$ cat config.mk
export PLATFORM = sky130hd
export DESIGN_NAME = bias_trim_ctrl
export DESIGN_NICKNAME = d
export VERILOG_FILES = /design/src/rtl/bt_pkg.sv /design/src/rtl/bt_settle_timer.sv /design/src/rtl/bt_trim_step.sv /design/src/rtl/bias_trim_ctrl.sv
export SDC_FILE = /design/constraint.sdc
export NUM_CORES = 1
export LEC_CHECK = 0
export BUFFER_PORTS_ARGS = -buffer_cell sky130_fd_sc_hd__buf_2
export CAP_MARGIN = 20
export CORE_MARGIN = 3
export CORE_UTILIZATION = 49
export CTS_BUF_LIST = sky130_fd_sc_hd__clkbuf_2 sky130_fd_sc_hd__clkbuf_4 sky130_fd_sc_hd__clkbuf_8
export DETAILED_ROUTE_END_ITERATION = 10
export GPL_ROUTABILITY_DRIVEN = 0
export PLACE_DENSITY_LB_ADDON = 0.08
export SKIP_CTS_REPAIR_TIMING = 1
export SLEW_MARGIN = 0
export SYNTH_ARGS = -nofsm -noshare
export SYNTH_HDL_FRONTEND = slang
export SYNTH_SLANG_ARGS = --single-unit
export TNS_END_PERCENT = 100
$ cat constraint.sdc
create_clock -name clk -period 10 [get_ports clk]
set_input_delay 1.5 -clock clk [delete_from_list [all_inputs] [get_ports clk]]
set_output_delay 1.5 -clock clk [all_outputs]
set_load 0.01 [all_outputs]
$ cat src/rtl/bt_pkg.sv
package bt_pkg;

    typedef enum logic [1:0] {
        BT_SEARCH = 2'd0,
        BT_SWITCH = 2'd1,
        BT_CHECK  = 2'd2,
        BT_NONE   = 2'd3
    } bt_mode_e;

    typedef enum logic [2:0] {
        ST_IDLE,
        ST_SRCH_WAIT,
        ST_SRCH_LAST,
        ST_SW_WAIT,
        ST_SW_LAST,
        ST_CHECK
    } bt_state_e;

endpackage

$ cat src/rtl/bt_settle_timer.sv
module bt_settle_timer #(
    parameter int SETTLE_TICKS = 1500
) (
    input  logic clk,
    input  logic rst_n,
    input  logic run_i,
    input  logic tick_i,
    output logic expire_o
);
    localparam int CW = $clog2(SETTLE_TICKS + 1);
    localparam logic [CW-1:0] LAST = CW'(SETTLE_TICKS - 1);

    logic [CW-1:0] cnt_d, cnt_q;

    always_comb begin
        expire_o = run_i && tick_i && (cnt_q == LAST);
        cnt_d    = cnt_q;
        if (!run_i || expire_o) begin
            cnt_d = '0;
        end else if (tick_i) begin
            cnt_d = cnt_q + CW'(1);
        end
    end

    always_ff @(posedge clk or negedge rst_n) begin
        if (!rst_n) cnt_q <= '0;
        else        cnt_q <= cnt_d;
    end

    // the settle count never passes its terminal value
    assert_count_bound_R3: assert property (@(posedge clk) disable iff (!rst_n)
        cnt_q <= LAST);

    // an idle timer holds at zero
    assert_count_idle_R3: assert property (@(posedge clk) disable iff (!rst_n)
        !run_i |=> cnt_q == '0);

endmodule

$ cat src/rtl/bt_trim_step.sv
module bt_trim_step #(
    parameter int TRIM_W   = 4,
    parameter int TRIM_MIN = 2,
    parameter int OFFSET   = 2
) (
    input  logic [TRIM_W-1:0] trim_i,
    input  logic              hi_i,
    input  logic              lo_i,
    output logic [TRIM_W-1:0] last_trim_o,
    output logic [TRIM_W-1:0] chk_trim_o,
    output logic [TRIM_W-1:0] sw_trim_o,
    output logic              sw_dec_o,
    output logic              sw_cont_o,
    output logic [TRIM_W-1:0] sw_final_o,
    output logic              sw_off_o
);
    localparam int EW   = TRIM_W + 2;
    localparam int MAXV = (1 << TRIM_W) - 1;
    localparam logic [EW-1:0] MAX_E = EW'(MAXV);
    localparam logic [EW-1:0] MIN_E = EW'(TRIM_MIN);
    localparam logic [EW-1:0] OFF_E = EW'(OFFSET);
    localparam logic [EW-1:0] SAT_E = EW'(MAXV - OFFSET);

    function automatic logic [EW-1:0] sat_off(input logic [EW-1:0] v);
        return (v < SAT_E) ? v + OFF_E : MAX_E;
    endfunction

    logic [EW-1:0] base, srch_v, chk_a, chk_b, chk_c, sw_a, sw_b, sw_f;

    always_comb begin
        base = {2'b00, trim_i};

        // search epilogue: bump if still low, then margin
        srch_v      = sat_off(base + (lo_i ? EW'(0) : EW'(1)));
        last_trim_o = srch_v[TRIM_W-1:0];

        // periodic check step
        chk_a      = (hi_i && base != '0) ? base - EW'(1) : base;
        chk_b      = lo_i ? chk_a : sat_off(chk_a + EW'(1));
        chk_c      = (chk_b < MIN_E) ? MIN_E : chk_b;
        chk_trim_o = chk_c[TRIM_W-1:0];

        // switch walk step
        sw_a      = lo_i ? base : base + EW'(1);
        sw_dec_o  = hi_i && (sw_a > MIN_E);
        sw_b      = sw_dec_o ? sw_a - EW'(1) : sw_a;
        sw_trim_o = sw_b[TRIM_W-1:0];
        sw_cont_o = (hi_i || !lo_i) && (sw_b < MAX_E) && (sw_b > MIN_E);
        sw_off_o  = !lo_i || (sw_b < OFF_E);
        sw_f      = sw_off_o ? sat_off(sw_b) : sw_b;
        sw_final_o = sw_f[TRIM_W-1:0];
    end

endmodule

$ cat src/rtl/bias_trim_ctrl.sv
module bias_trim_ctrl
    import bt_pkg::*;
#(
    parameter int TRIM_W       = 4,
    parameter int TRIM_MIN     = 2,
    parameter int OFFSET       = 2,
    parameter int SETTLE_TICKS = 1500
) (
    input  logic              clk,
    input  logic              rst_n,
    input  logic              tick_i,
    input  logic              start_i,
    input  logic [1:0]        mode_i,
    input  logic              hi_i,
    input  logic              lo_i,
    output logic [TRIM_W-1:0] trim_o,
    output logic              busy_o,
    output logic              done_o,
    output logic              xtal_sel_o
);
    localparam logic [TRIM_W-1:0] MSB_MASK = {1'b1, {(TRIM_W-1){1'b0}}};

    typedef struct packed {
        bt_state_e         st;
        logic [TRIM_W-1:0] trim;
        logic [TRIM_W-1:0] bitm;
        logic              adj;
        logic              done;
        logic              sel;
    } regs_t;

    regs_t q, d;

    logic              run, expire;
    logic [TRIM_W-1:0] last_trim, chk_trim, sw_trim, sw_final, srch_keep;
    logic              sw_dec, sw_cont, sw_off;

    assign run = (q.st == ST_SRCH_WAIT) || (q.st == ST_SRCH_LAST) ||
                 (q.st == ST_SW_WAIT)   || (q.st == ST_SW_LAST);

    bt_settle_timer #(.SETTLE_TICKS(SETTLE_TICKS)) u_timer (
        .clk     (clk),
        .rst_n   (rst_n),
        .run_i   (run),
        .tick_i  (tick_i),
        .expire_o(expire)
    );

    bt_trim_step #(.TRIM_W(TRIM_W), .TRIM_MIN(TRIM_MIN), .OFFSET(OFFSET)) u_step (
        .trim_i     (q.trim),
        .hi_i       (hi_i),
        .lo_i       (lo_i),
        .last_trim_o(last_trim),
        .chk_trim_o (chk_trim),
        .sw_trim_o  (sw_trim),
        .sw_dec_o   (sw_dec),
        .sw_cont_o  (sw_cont),
        .sw_final_o (sw_final),
        .sw_off_o   (sw_off)
    );

    assign srch_keep = lo_i ? (q.trim & ~q.bitm) : q.trim;

    always_comb begin
        d      = q;
        d.done = 1'b0;
        d.sel  = 1'b0;
        unique case (q.st)
            ST_IDLE: begin
                if (start_i) begin
                    unique case (bt_mode_e'(mode_i))
                        BT_SEARCH: begin
                            d.trim = MSB_MASK;
                            d.bitm = MSB_MASK;
                            d.st   = ST_SRCH_WAIT;
                        end
                        BT_SWITCH: begin
                            d.adj = 1'b0;
                            d.st  = ST_SW_WAIT;
                        end
                        BT_CHECK:  d.st = ST_CHECK;
                        default:   d.st = ST_IDLE;
                    endcase
                end
            end
            ST_SRCH_WAIT: begin
                if (expire) begin
                    if (q.bitm[0]) begin
                        d.trim = srch_keep;
                        d.st   = ST_SRCH_LAST;
                    end else begin
                        d.bitm = q.bitm >> 1;
                        d.trim = srch_keep | (q.bitm >> 1);
                    end
                end
            end
            ST_SRCH_LAST: begin
                if (expire) begin
                    d.trim = last_trim;
                    d.st   = ST_IDLE;
                    d.done = 1'b1;
                end
            end
            ST_SW_WAIT: begin
                if (expire) begin
                    if (sw_cont) begin
                        d.trim = sw_trim;
                        d.adj  = q.adj | sw_dec;
                    end else begin
                        d.trim = sw_final;
                        if (q.adj || sw_dec || sw_off) begin
                            d.st = ST_SW_LAST;
                        end else begin
                            d.st   = ST_IDLE;
                            d.done = 1'b1;
                            d.sel  = 1'b1;
                        end
                    end
                end
            end
            ST_SW_LAST: begin
                if (expire) begin
                    d.st   = ST_IDLE;
                    d.done = 1'b1;
                    d.sel  = 1'b1;
                end
            end
            ST_CHECK: begin
                d.trim = chk_trim;
                d.st   = ST_IDLE;
                d.done = 1'b1;
            end
            default: d.st = ST_IDLE;
        endcase
    end

    always_ff @(posedge clk or negedge rst_n) begin
        if (!rst_n) begin
            q.st   <= ST_IDLE;
            q.trim <= '0;
            q.bitm <= '0;
            q.adj  <= 1'b0;
            q.done <= 1'b0;
            q.sel  <= 1'b0;
        end else begin
            q <= d;
        end
    end

    assign trim_o     = q.trim;
    assign busy_o     = (q.st != ST_IDLE);
    assign done_o     = q.done;
    assign xtal_sel_o = q.sel;

    // completion is a single-cycle pulse seen while idle
    assert_done_one_cycle_R10: assert property (@(posedge clk) disable iff (!rst_n)
        q.done |=> !q.done);
    assert_done_idle_R10: assert property (@(posedge clk) disable iff (!rst_n)
        q.done |-> !busy_o);

    // the crystal strobe only accompanies completion
    assert_sel_with_done_R6: assert property (@(posedge clk) disable iff (!rst_n)
        q.sel |-> q.done);

    // R8 (also R2, R5): every finished operation leaves at least the floor code
    assert_trim_floor_R8: assert property (@(posedge clk) disable iff (!rst_n)
        q.done |-> q.trim >= TRIM_W'(TRIM_MIN));

    // no code movement while idle without a request
    assert_trim_quiet_R11: assert property (@(posedge clk) disable iff (!rst_n)
        (q.st == ST_IDLE && !start_i) |=> $stable(q.trim));

    // the search probe mask always holds exactly one bit
    assert_search_mask_R2: assert property (@(posedge clk) disable iff (!rst_n)
        (q.st == ST_SRCH_WAIT) |-> $onehot(q.bitm));

    // R9 (also R3): a waiting controller moves only on timer expiry
    assert_wait_holds_R9: assert property (@(posedge clk) disable iff (!rst_n)
        (run && !expire) |=> ($stable(q.st) && $stable(q.trim)));

endmodule

==> summary.txt <==
Outcome - finished, final reports clean
Die Y - 80.9 um
Initial antenna violation count - 0
CTS H-Tree Depth - 1
Crit start category - primary input
Max-cap violations - 0
Worst Max-Slew Pin Slew - 0.688 ns
First-pass iteration count of the detailed router - 5
Sink of the worst hold path - q[5]
Final Hold Viols - 0
Power density normalized to cell area - 270 nW/um^2
Horizontal extent of the die - 80.9 um
Fraction of power spent switching nets - 0.528
P_int - 0.361 mW
Clk sinks - 25
Std cell rows - 26
Top post-synthesis cells by area - sky130_fd_sc_hd__dfrtp_1 23%, sky130_fd_sc_hd__ha_1 5.5%, sky130_fd_sc_hd__nand2_1 4.1%
Input/output buffers - 14
Worst Clk Skew - 0.00281 ns
Number of standard cells after synthesis - 343
Required time of the critical path - 10.17 ns
Area grow syn2layout - 3.09%
Number of synthesized flops with an enable pin - 0
# fillers - 510
Max FO, Critical Path - 21
Area inside the core boundary - 5270 um^2
Final critical path time including I/O delays and setup - 4.53 ns
Vias - 2557
Static leakage - 1.15 nW
Number of cells after detailed placement - 405
Clock network fraction of design power - 0.081
Worst hold path type - register to register
Leading area contributor after synthesis - sky130_fd_sc_hd__dfrtp_1
Post-route DRC - 0
Warnings from Yosys - 0
Share of power burned in combinational logic - 0.688
Top cells by instance count after synthesis - 30 x sky130_fd_sc_hd__nand2_1, 27 x sky130_fd_sc_hd__nor2_1, 25 x sky130_fd_sc_hd__dfrtp_1, 18 x sky130_fd_sc_hd__o21ai_0, 17 x sky130_fd_sc_hd__a21oi_1
Detail-routed via count per cell - 6.25
Wire length of the first global-routing pass - 11300 um
Remaining global-route overflow - 0
Global-route usage over all layers - 0.216
Effective utilization at floorplan - 0.522
Pin count of the biggest net entering global routing - 27
Worst Min Path Start - q[6]
Synthesized area divided by synthesized cell count - 8.02 um^2
Leading cell type by number of instances after synthesis - sky130_fd_sc_hd__nand2_1
Post-synthesis instance area - 2750 um^2
Io pins - 15
Worst slew margin - 0.528
HPWL after detailed placement - 4860 um
Worst vdd ir - 0.000174 V
Arrival time of data at the critical path endpoint - 4.70 ns
Routed length per placed instance - 15.9 um
Area fraction of the dominant cell type after synthesis - 0.227
Source-to-sink clock delay at the later pin of the worst-skew pair - 0.27 ns
Fraction of the yosys area taken by sequential cells - 0.227
Post-route fraction of the period consumed by the critical path - 0.453
Number of register bits inferred by synthesis - 25
Area post-placement - 2790 um^2
Non-filler instance count after layout - 409
Net switching power of the design - 0.404 mW
Setup violators final - 0
Max frequency - 0.221 GHz
Number of nets in the final layout - 360
Instance count along the most critical hold path - 1
Unique cell type count in the Yosys netlist - 75
Post-route cell area - 2840 um^2
Cell at the root of the clock tree - sky130_fd_sc_hd__clkbuf_8
Logic depth of the worst register-to-register path - 14
TritonCTS clock tree - yes
Most used DFF post-synth - sky130_fd_sc_hd__dfrtp_1
Longest Clk Path Bufs - 2
Vias in the first global route - 2386
Relative contribution of sequential cells to total power - 0.231
Post-synth net total - 363
Final Routed Wirelength - 6520 um
Antenna diode count - 0
Initial detailed-routing violation count - 151
Reg2Reg Capture Point - trim_o[3]
Die Area - 6550 um^2
Slack of the worst reg-to-reg path - 5.67 ns
Critical path class - primary input to register
Startpoint of the worst register-to-register path - trim_o[1]
Final antenna-violating net count - 0
Type of destination of the critical path - register
Share of layout cells above drive strength 1 - 0.115
Fraction of registers with async set or reset after synthesis - 1.00
Slew Limit Fails - 0
Setup Total Neg Slack - 0 ns
RSZ-0062 raised after global routing - false
Clock slew at the register clock pins of the worst setup and hold paths - 0.09 ns
TritonCTS Buffers - 3
## worst max path at each step
stage               slack, ns  cells past startpoint   endpoint  startpoint
CTS                      5.50                     12  trim_o[2]        lo_i
finish                   5.47                     12  trim_o[2]        lo_i
detailed placement       5.21                     12  trim_o[2]        lo_i
global route             5.22                     12  trim_o[2]        lo_i
floorplan                5.80                     12  trim_o[2]        lo_i
global placement         5.30                     12  trim_o[2]        lo_i
## metrics by stage
stage	power [mW]	setup slack, ns	hold slack (ns)	utilization
finish	0.765	5.47	0.533	0.538
global route	0.845	5.22	0.562	0.538
CTS	0.762	5.50	0.533	0.538
detailed placement	0.695	5.21	0.511	0.529
global placement	0.699	5.30	0.511	0.529
floorplan	0.603	5.80	0.488	-
## kinds of logic after synthesis
| group | share of synthesized area |
|---|---|
| AND/OR/NAND/NOR | 0.258 |
| multiplexers | 0.0273 |
| buffers and inverters | 0.0737 |
| adder cells (fa/ha/maj) | 0.0546 |
| flip-flops | 0.227 |
| AO/OA/AOI/OAI | 0.277 |
| XOR/XNOR | 0.0819 |
## per-layer routing
metal | vias to the layer above | global-route usage | share of wire
met2 | 77 | 0.364 | 0.46
li1 | 1265 | - | -
met3 | 11 | 0.0177 | 0.041
met5 | - | 0 | 0
met4 | 0 | 0.0642 | 0.019
met1 | 1204 | 0.294 | 0.48
## final cells by class
cell class | instances | area [um^2] | share of cell area
Sequential cell | 25 | 626 | 0.221
Clock buffer | 3 | 41.3 | 0.0146
Clock inverter | 1 | 7.51 | 0.00265
Tap cell | 70 | 87.6 | 0.0309
Timing Repair Buffer | 16 | 85.1 | 0.0300
Multi-Input combinational cell | 277 | 1920 | 0.678
Inverter | 17 | 66.3 | 0.0234
## sequential cells by signal, indices dropped and copies added, names as in the netlist
register       flops
q                  8
trim_o             4
done_o             1
u_timer.cnt_q     11
xtal_sel_o         1
## cell usage in the layout, fill, tap and decap left out, types with 6 or more instances in the layout
cell type,count
sky130_fd_sc_hd__and4_1,6
sky130_fd_sc_hd__nand3_1,12
sky130_fd_sc_hd__xor2_1,11
sky130_fd_sc_hd__xnor2_1,11
sky130_fd_sc_hd__inv_1,15
sky130_fd_sc_hd__nor2_1,27
sky130_fd_sc_hd__ha_1,12
sky130_fd_sc_hd__dfrtp_1,25
sky130_fd_sc_hd__buf_2,14
sky130_fd_sc_hd__a31oi_1,8
sky130_fd_sc_hd__nand2_1,30
sky130_fd_sc_hd__nor2b_1,7
sky130_fd_sc_hd__nor3_1,8
sky130_fd_sc_hd__o21ai_0,18
sky130_fd_sc_hd__a21oi_1,17
sky130_fd_sc_hd__nand4_1,9
## critical path: stages
cell                       delay [ns]
sky130_fd_sc_hd__buf_2           0.39
sky130_fd_sc_hd__inv_4           0.13
sky130_fd_sc_hd__ha_1            0.39
sky130_fd_sc_hd__inv_1           0.12
sky130_fd_sc_hd__ha_1            0.23
sky130_fd_sc_hd__nor2_2          0.26
sky130_fd_sc_hd__o311ai_4        0.14
sky130_fd_sc_hd__xnor2_2         0.30
sky130_fd_sc_hd__nand2_1         0.18
sky130_fd_sc_hd__a41o_1          0.35
sky130_fd_sc_hd__or4_1           0.49
sky130_fd_sc_hd__a31o_1          0.21
## power groups by stage
stage | combinational [mW] | clock, mW | sequential (mW)
finish | 0.526 | 0.0622 | 0.177
global route | 0.594 | 0.0684 | 0.183
CTS | 0.521 | 0.0650 | 0.175
detailed placement | 0.518 | 0 | 0.177
global placement | 0.521 | 0 | 0.178
floorplan | 0.458 | 0 | 0.145
(Power assumes the default switching activity.)
